File: src/rtl/dma_req_pkg.sv
package dma_req_pkg;
  localparam int unsigned DEF_BURST_MAX = 32;

  function automatic logic flow_open(input logic dir, input logic full,
                                     input logic empty, input logic tmode);
    return tmode | (~dir & ~full) | (dir & ~empty);
  endfunction
endpackage

File: src/rtl/dma_burst_cnt.sv
module dma_burst_cnt #(
  parameter int unsigned BURST_MAX = 32
) (
  input  logic clk,
  input  logic rst_n,
  input  logic dack_n,
  input  logic xfer,
  output logic over
);
  localparam int unsigned CW  = $clog2(BURST_MAX + 2);
  localparam logic [CW-1:0] SAT = CW'(BURST_MAX + 1);

  logic [CW-1:0] cnt;

  always_ff @(posedge clk or negedge rst_n) begin
    if (!rst_n)            cnt <= '0;
    else if (dack_n)       cnt <= '0;
    else if (xfer && cnt != SAT) cnt <= cnt + 1'b1;
  end

  assign over = (cnt > CW'(BURST_MAX));

  AST_CNT_CLEARS: assert property (@(posedge clk) disable iff (!rst_n)
    $past(dack_n) |-> cnt == '0);
  AST_CNT_STEPS: assert property (@(posedge clk) disable iff (!rst_n)
    !$stable(cnt) |-> (cnt == '0 || cnt == $past(cnt) + 1'b1));
  AST_CNT_SAT: assert property (@(posedge clk) disable iff (!rst_n)
    cnt <= SAT);
endmodule

File: src/rtl/dma_req_gen.sv
module dma_req_gen
  import dma_req_pkg::*;
(
  input  logic clk,
  input  logic rst_n,
  input  logic dma_en,
  input  logic svc_bit,
  input  logic dir,
  input  logic fifo_full,
  input  logic fifo_empty,
  input  logic test_mode,
  input  logic over,
  output logic dma_req
);
  logic want;

  always_comb
    want = dma_en & ~svc_bit & ~over & flow_open(dir, fifo_full, fifo_empty, test_mode);

  always_ff @(posedge clk or negedge rst_n) begin
    if (!rst_n) dma_req <= 1'b0;
    else        dma_req <= want;
  end

  AST_BURST_STOP: assert property (@(posedge clk) disable iff (!rst_n)
    $past(over) |-> !dma_req);
  AST_MASK_STOP: assert property (@(posedge clk) disable iff (!rst_n)
    $past(svc_bit || !dma_en) |-> !dma_req);
  AST_FULL_STOP: assert property (@(posedge clk) disable iff (!rst_n)
    $past(!dir && fifo_full && !test_mode) |-> !dma_req);
  AST_EMPTY_STOP: assert property (@(posedge clk) disable iff (!rst_n)
    $past(dir && fifo_empty && !test_mode) |-> !dma_req);
endmodule

File: src/rtl/dma_req_ctrl.sv
module dma_req_ctrl
  import dma_req_pkg::*;
#(
  parameter int unsigned BURST_MAX = DEF_BURST_MAX
) (
  input  logic clk,
  input  logic rst_n,
  input  logic dma_en,
  input  logic svc_bit,
  input  logic dir,
  input  logic fifo_full,
  input  logic fifo_empty,
  input  logic test_mode,
  input  logic dack_n,
  input  logic host_wr,
  input  logic host_rd,
  output logic dma_req,
  output logic fifo_push,
  output logic fifo_pop
);
  logic over;

  assign fifo_push = host_wr & ~dack_n & rst_n;
  assign fifo_pop  = host_rd & ~dack_n & rst_n;

  dma_burst_cnt #(.BURST_MAX(BURST_MAX)) u_cnt (
    .clk(clk), .rst_n(rst_n), .dack_n(dack_n),
    .xfer(fifo_push | fifo_pop), .over(over)
  );

  dma_req_gen u_gen (
    .clk(clk), .rst_n(rst_n), .dma_en(dma_en), .svc_bit(svc_bit), .dir(dir),
    .fifo_full(fifo_full), .fifo_empty(fifo_empty), .test_mode(test_mode),
    .over(over), .dma_req(dma_req)
  );

  AST_NO_MOVE_IDLE: assert property (@(posedge clk) disable iff (!rst_n)
    dack_n |-> !(fifo_push || fifo_pop));
endmodule

File: config.mk
export PLATFORM = sky130hd
export DESIGN_NAME = dma_req_ctrl
export DESIGN_NICKNAME = d
export VERILOG_FILES = /design/src/rtl/dma_req_pkg.sv /design/src/rtl/dma_burst_cnt.sv /design/src/rtl/dma_req_gen.sv /design/src/rtl/dma_req_ctrl.sv
export SDC_FILE = /design/constraint.sdc
export NUM_CORES = 1
export LEC_CHECK = 0
export BUFFER_PORTS_ARGS = -buffer_cell sky130_fd_sc_hd__buf_2
export CAP_MARGIN = 40
export CORE_AREA = 5 5 42 44
export CTS_BUF_LIST = sky130_fd_sc_hd__clkbuf_4
export DETAILED_ROUTE_END_ITERATION = 16
export DIE_AREA = 0 0 47 49
export PLACE_DENSITY = 0.57
export SLEW_MARGIN = 20
export SYNTH_ARGS = -nofsm -noshare
export SYNTH_HDL_FRONTEND = slang
export SYNTH_SLANG_ARGS = --single-unit
File: constraint.sdc
create_clock -name clk -period 1.5 [get_ports clk]
set_clock_uncertainty 0.15 [all_clocks]
set_input_delay 0.15 -clock clk [delete_from_list [all_inputs] [get_ports clk]]
set_output_delay 0.15 -clock clk [all_outputs]
set_load 0.02 [all_outputs]
Yosys cells after proc, flatten, opt, wreduce, memory -nomap -nowiden:

Cells that the tools add are included.

* $add $sub $neg: 1
* order comparisons: 1
* equality and inequality tests: 1
* muxes and demuxes: 2
* bitwise operators: 18
* reductions and logical operators: 2

Operators by type and width (number)
* 6-bit 2-to-1 mux: 2
* 1-bit AND: 9
* 6-bit by 1-bit adder with 6-bit output, second input constant: 1
* 6-bit > comparator, second input constant: 1
* 6-bit != test, second input constant: 1
* 1-bit NOT: 6
* 1-bit OR: 3
* 2-bit nonzero test: 1
* 1-bit logical AND: 1

* flip-flop bits (word level): 7
* input port bits: 11
* output and inout port bits: 3
* word-level logic and storage cells: 27

Longest topological paths before layout:

Gate-level depths: netlist of run 1.

* depth after elaboration: 7
* depth in mapped cells: 4
* gate-level depth less buffers: 4

Hierarchy:

A second synthesis of run 1 with hierarchy kept.

* cell total of the unflattened synthesis: 50
* area, all modules: 476.7 um^2

Modules (own cells, without submodules)
* dma_burst_cnt: times used 1, cells each 42, area an instance 394.1 um^2, seq. area each 150.1 um^2
* dma_req_gen: times used 1, cells each 4, area an instance 48.8 um^2, seq. area each 25.0 um^2
* dma_req_ctrl: times used 1, cells each 4, area an instance 33.8 um^2, seq. area each 0.0 um^2

Least setup slack after synthesis of run 1:

No wires, ideal clock.

* kind: register -> register
* from: register u_cnt.cnt[0]
* to: register u_cnt.cnt[1]
* setup time: 0.125 ns
* arrival: 1.236 ns
* data required time: 1.225 ns
* setup slack: -0.011 ns
* cell stages (with the launch flop): 4
* path buffers: 0
* period minus slack after synthesis: 1.511 ns
* path through: dfrtp_1 > ha_1 > a311o_1 > mux2_4

* cells in the longest elaborated chain, start to end: 3
* elaborated cells between the ends (all ways): 6
* those cells by class: 1 x add/sub; 1 x eq/ne; 2 x mux; 2 x reduce/logical

Ends and longest elaborated chain
* from (decl): RTL line dma_burst_cnt.sv:13 `logic [CW-1:0] cnt;`
* from (signal assigned): RTL line dma_burst_cnt.sv:18 `else if (xfer && cnt != SAT) cnt <= cnt + 1'b1;`
* 6-bit by 1-bit adder with 6-bit output / 6-bit != test (equally long branches): RTL line dma_burst_cnt.sv:18
* 6-bit 2-to-1 mux / 1-bit logical AND (equally long branches): RTL line dma_burst_cnt.sv:18
* 6-bit 2-to-1 mux / 2-bit nonzero test (equally long branches)

Parallel ways exist; a longest one is shown, timed or not. The select of a mux whose other input is x is not followed.
A chain may end at the register's enable or synchronous reset.

Final worst setup path of run 1:

* from: register u_cnt.cnt[1]
* to: register u_cnt.cnt[1]

Same word-level chain as after synthesis.

==> results of run 1 <==
## registers in the layout, summed over array words and instances (netlist names)
| register | cells |
|---|---|
| u_cnt.cnt | 6 |
| u_gen.dma_req | 1 |
## power by group through the flow
stage | clock [uW] | sequential [uW] | combinational (uW)
after floorplan | 0 | 209 | 37.5
after global placement | 0 | 203 | 92.0
after detailed placement | 0 | 203 | 93.0
after CTS | 203 | 200 | 96.3
after global routing | 213 | 201 | 107
final | 186 | 200 | 95.9
## critical path: stages, from the launching register on
cell     delay, ns
dfrtp_1       0.34
inv_1         0.06
ha_1          0.18
a311o_1       0.33
mux2_4        0.31
## cells by family after synthesis
logic type,Yosys count,synth area share [%]
compound gates,6,10.4
fa+ha+maj,3,8.67
buf+inv,5,4.34
flops,7,40.5
mux,5,12.7
simple gates,19,23.4
## cell type report
class                   instances  area [sq um]
inverters                       5          18.8
clock buffers                   4          30.0
repair buffers                 22           135
fillers                       152           772
well taps                      16          20.0
flip-flops and latches          7           175
multi-input cells              33           250
## Yosys cell counts
library cell | instances | area, sq um
inv_1 | 5 | 18.8
nand2b_1 | 2 | 12.5
ha_1 | 3 | 37.5
mux2_4 | 1 | 15.0
o311ai_0 | 1 | 8.76
nand3_1 | 1 | 5.00
o32ai_1 | 1 | 8.76
a311o_1 | 1 | 10.0
nor4_1 | 2 | 12.5
mux2i_1 | 4 | 40.0
nor3_1 | 2 | 10.0
or2b_1 | 1 | 7.51
nand4_1 | 1 | 6.26
nor2b_1 | 2 | 12.5
a21oi_1 | 1 | 5.00
and2_1 | 2 | 12.5
dfrtp_1 | 7 | 175
o31ai_1 | 1 | 7.51
nor2_1 | 2 | 7.51
nand2_1 | 4 | 15.0
o21ai_0 | 1 | 5.00
## final timing paths
path / from / end / slack, ns
max: u_cnt.cnt[1] / u_cnt.cnt[1] / 0.02
min: svc_bit / u_gen.dma_req / 0.02
max reg2reg: u_cnt.cnt[1] / u_cnt.cnt[1] / 0.02
min reg2reg: u_cnt.cnt[5] / u_gen.dma_req / 0.38
max in group asynchronous: rst_n / u_gen.dma_req / 0.64
min in group asynchronous: rst_n / u_cnt.cnt[4] / 0.30
## per-stage QoR
step	std cells	setup slack, ns	instance area (sq um)
final	87	0.0184	629
after global routing	87	-0.0404	629
after CTS	87	0.0117	623
after detailed placement	82	-0.0218	578
after global placement	82	-0.0214	578
after floorplan	45	-0.0109	433
## routing by layer
layer,part of all wire [%],vias to the layer above,global-route usage (%)
met3,7.2,2,5.17
met5,0,-,0
met2,49,15,14.7
li1,-,212,-
met4,1.3,0,9.68
met1,43,194,13.7
## repair_timing
item | in CTS | in global routing
gates resized for setup | 1 | 1
setup endpoints to repair | 1 | 3
hold buffers | 1 | 0
hold endpoints to repair | 7 | 0
pin swaps | 0 | 1
==> metrics.csv, run 1 <==
stage;metric;value;unit
status;outcome;finished, final reports clean;
grt;gr-usage-all-layers;11.4;%
clock_tree;cts_tree;built;
place;hpwl;848;um
critical_path;critPathArrivalTime;1.47;ns
timing;worst_slew_margin_rel;73.5;%
timing;tightest_slew;0.393;ns
power_and_ir_drop;clockPowerShare;38.6;%
timing;rsz0062_at_grt;true;
hold_path;hold_depth;4;
critical_path;r2r_cells;4;
floorplanning;die_h;49;um
power_and_ir_drop;switching_share;24.5;%
power_and_ir_drop;max-vdd-ir-drop;0.289;mV
logic_synthesis;ys_warn_count;0;
layout;final_core_util;44.9;%
clock_tree;clk_pin_slew_worst_paths;0.05;ns
run;cap_violations;0;
routing;drt-total-wl;1.07;mm
layout;final_layout_size_suffix_gt1_share;39.4;%
critical_path;critical_path_class;flop to flop;
power_and_ir_drop;p_switching;118;uW
logic_synthesis;synthCells;45;
power_and_ir_drop;power.internal;364;uW
clock_tree;post_cts_buffers;0;
grt;grt_pass1_wl;1.78;mm
routing;drt_iter0_drc;4;
floorplanning;die_w;47;um
clock_tree;cts_buffer_depth;2;
logic_synthesis;ys_seq_elements;7;
timing;max_freq;0.675;GHz
clock_tree;cts_max_level;1;
hold_path;hp-class;primary input to flop;
logic_synthesis;synth_area;433;sq um
critical_path;cp-end-kind;flop;
grt;grt_start_max_net_pins;8;
place;gp_congestion;0.846;
timing;slew_viol_final;0;
floorplanning;rows;14;
routing;drc;0;
timing;hold_violations;0;
timing;final.setup.tns;0;ns
clock_tree;clockRootBuffer;clkbuf_4;
clock_tree;cts_sinks;7;
timing;period_share;98.8;%
layout;nets;86;
floorplanning;die_area;2300;sq um
grt;grt_overflow_total;0;
routing;routed-via-count;423;
grt;first_global_vias;395;
layout;diodes;0;
floorplanning;io_pins;14;
logic_synthesis;ys_seq_area_share;40.5;%
logic_synthesis;synth_fp_nets;59;
routing;dr.pass1.iters;4;
place;portBuffers;13;
layout;layout-area-overhead-vs-synth;45.4;%
layout;layout_common_cells;buf_2 (13), buf_4 (8), dfrtp_1 (7);
clock_tree;cts_inserted_buffers;3;
layout;layout_commonest_cell;buf_2;
routing;drt-wirelength-per-cell;12.3;um
critical_path;crit_path_start_kind;flop;
power_and_ir_drop;comb_power_share;19.9;%
logic_synthesis;synth.avg_cell_area;9.62;sq um
critical_path;worst-path-max-fanout;4;
power_and_ir_drop;p_per_area;767;nW/um^2
timing;setup_viol;0;
power_and_ir_drop;power;483;uW
critical_path;cp.required;1.48;ns
power_and_ir_drop;pwr-share-seq;41.5;%
routing;ant_nets;0;
floorplanning;core;1400;sq um
clock_tree;clk_latency;0.25;ns
timing;whs;0.0224;ns
routing;routed_via_density;4.86;
timing;min_period;1.48;ns
power_and_ir_drop;leakagePower;0.000313;uW
grt;antenna_found_initial;0;
floorplanning;initial_core_util;30.9;%
logic_synthesis;synth.distinct_cells;21;
No activity file was read; power rests on OpenSTA's default activity.
==> run 2: changes to the inputs <==
Settings changed: CAP_MARGIN 40 to 30, PLACE_DENSITY 0.57 to 0.61.
==> metrics.csv, run 2 (same netlist as run 1, synthesis figures left out) <==
stage;metric;value;unit
critical_path;crit_path_start_kind;flop;
timing;whs;0.0465;ns
critical_path;timing.rr.start;u_cnt.cnt[4];
timing;hold_violations;0;
critical_path;cp.required;1.52;ns
power_and_ir_drop;power;508;uW
run;cap_violations;0;
layout;layout_commonest_cell;buf_2;
power_and_ir_drop;leakagePower;0.000331;uW
routing;dr.pass1.iters;4;
timing;tightest_slew;0.469;ns
floorplanning;die_area;2300;sq um
grt;grt_start_max_net_pins;8;
routing;drt-wirelength-per-cell;12.4;um
clock_tree;cts_buffer_depth;2;
grt;grt_pass1_wl;1.90;mm
clock_tree;cts_inserted_buffers;3;
routing;routed-via-count;447;
timing;worst_slew_margin_rel;68.6;%
clock_tree;clockRootBuffer;clkbuf_4;
grt;gr-usage-all-layers;11.5;%
timing;timing.final.ws_setup;-0.0153;ns
layout;final_layout_size_suffix_gt1_share;48.0;%
routing;ant_nets;0;
floorplanning;die_h;49;um
place;portBuffers;13;
floorplanning;core;1400;sq um
power_and_ir_drop;max-vdd-ir-drop;0.406;mV
place;hpwl;810;um
grt;grt_overflow_total;0;
timing;max_freq;0.660;GHz
timing;slew_viol_final;0;
routing;drt_iter0_drc;6;
floorplanning;die_w;47;um
layout;final_core_util;49.1;%
critical_path;critPathArrivalTime;1.54;ns
clock_tree;clk_latency;0.26;ns
layout;layout-area-overhead-vs-synth;59.0;%
critical_path;critical_path_class;flop to flop;
timing;setup_viol;1;
layout;nets;90;
floorplanning;io_pins;14;
status;violations;negative setup slack;
routing;routed_via_density;4.91;
critical_path;r2r_cells;4;
place;place_inst;82;
hold_path;hold_depth;3;
routing;drt-total-wl;1.12;mm
place;gp_congestion;0.737;
power_and_ir_drop;p_per_area;738;nW/um^2
timing;rsz0062_at_grt;true;
hold_path;hp-class;primary input to flop;
layout;largest_reg_flops;6;
layout;regMostFlops;u_cnt.cnt;
grt;first_global_vias;465;
clock_tree;clk_pin_slew_worst_paths;0.05;ns
floorplanning;rows;14;
timing;min_period;1.52;ns
clock_tree;cts_tree;built;
grt;antenna_found_initial;0;
status;outcome;finished with violations;
layout;reg_top3;u_cnt.cnt (6), u_gen.dma_req (1);
timing;period_share;101;%
critical_path;r2r_end;u_cnt.cnt[0];
hold_path;hp-start;test_mode;
clock_tree;cts_max_level;1;
critical_path;rrSetupSlack;-0.02;ns
routing;drc;0;
critical_path;worst-path-max-fanout;3;
clock_tree;cts_sinks;7;
critical_path;cp-end-kind;flop;
layout;diodes;0;
layout;layout_common_cells;buf_2 (13), buf_4 (11), dfrtp_1 (7);
floorplanning;initial_core_util;30.9;%
hold_path;hold_path_end;u_gen.dma_req;
layout;instances_no_fill;91;
[run 2: changes by cell type in the layout (fill, tap and decap cells not counted), sizes merged]
cell         delta
buf             +3
dlygate4sd3     +1
[run 2: worst max-delay path, cell delays in order (launching register included)]
cell	delay, ns
dfrtp_1	0.40
nor3_2	0.23
a311o_1	0.28
buf_4	0.16
mux2i_2	0.21
[run 2: per-layer routing]
metal	track usage, %	routed length (um)	vias up
met2	16.5	516	18
li1	-	-	219
met1	15.0	487	207
met5	0	0	-
met3	2.58	88	3
met4	6.91	32	0
[run 2: repair_timing]
item | CTS | global route
gates resized for setup | 5 | 4
setup endpoints to repair | 3 | 6
pin swaps | 1 | 2
hold buffers | 2 | 0
buffers inserted | 2 | 1
hold endpoints to repair | 8 | 0
[run 2: cell type report]
type                            instances  area (sq um)
Sequential cell                         7           175
Fill cell                             142           713
Tap cell                               16          20.0
Clock buffer                            4          30.0
Inverter                                5          18.8
Timing Repair Buffer                   26           168
Multi-Input combinational cell         33           277
[run 2: power by group]
part           total, uW  leakage [uW]  internal [uW]  switching, uW
clock                197     0.0000184            120           77.3
combinational        110      0.000217           57.1           52.7
sequential           201     0.0000956            197           4.26
total                508      0.000331            374            134
[run 2: through the flow]
stage | area [sq um] | TNS, ns | setup slack, ns
2_1_floorplan | 433 | -0.0109 | -0.0109
3_3_place_gp | 578 | 0 | 0.000182
3_5_place_dp | 578 | -0.0597 | -0.0340
4_1_cts | 662 | -0.105 | -0.0382
5_1_grt | 688 | -0.110 | -0.0817
6_report | 688 | -0.0153 | -0.0153
[run 2: worst max path at each step]
stage	to	slack, ns	startpoint	cells past startpoint
2_1_floorplan	u_cnt.cnt[1]	-0.01	u_cnt.cnt[0]	3
3_3_place_gp	u_cnt.cnt[1]	0.0002	u_cnt.cnt[3]	3
3_5_place_dp	u_cnt.cnt[0]	-0.03	u_cnt.cnt[3]	4
4_1_cts	u_cnt.cnt[1]	-0.04	u_cnt.cnt[0]	3
5_1_grt	u_cnt.cnt[0]	-0.08	u_cnt.cnt[4]	4
6_report	u_cnt.cnt[0]	-0.02	u_cnt.cnt[4]	4
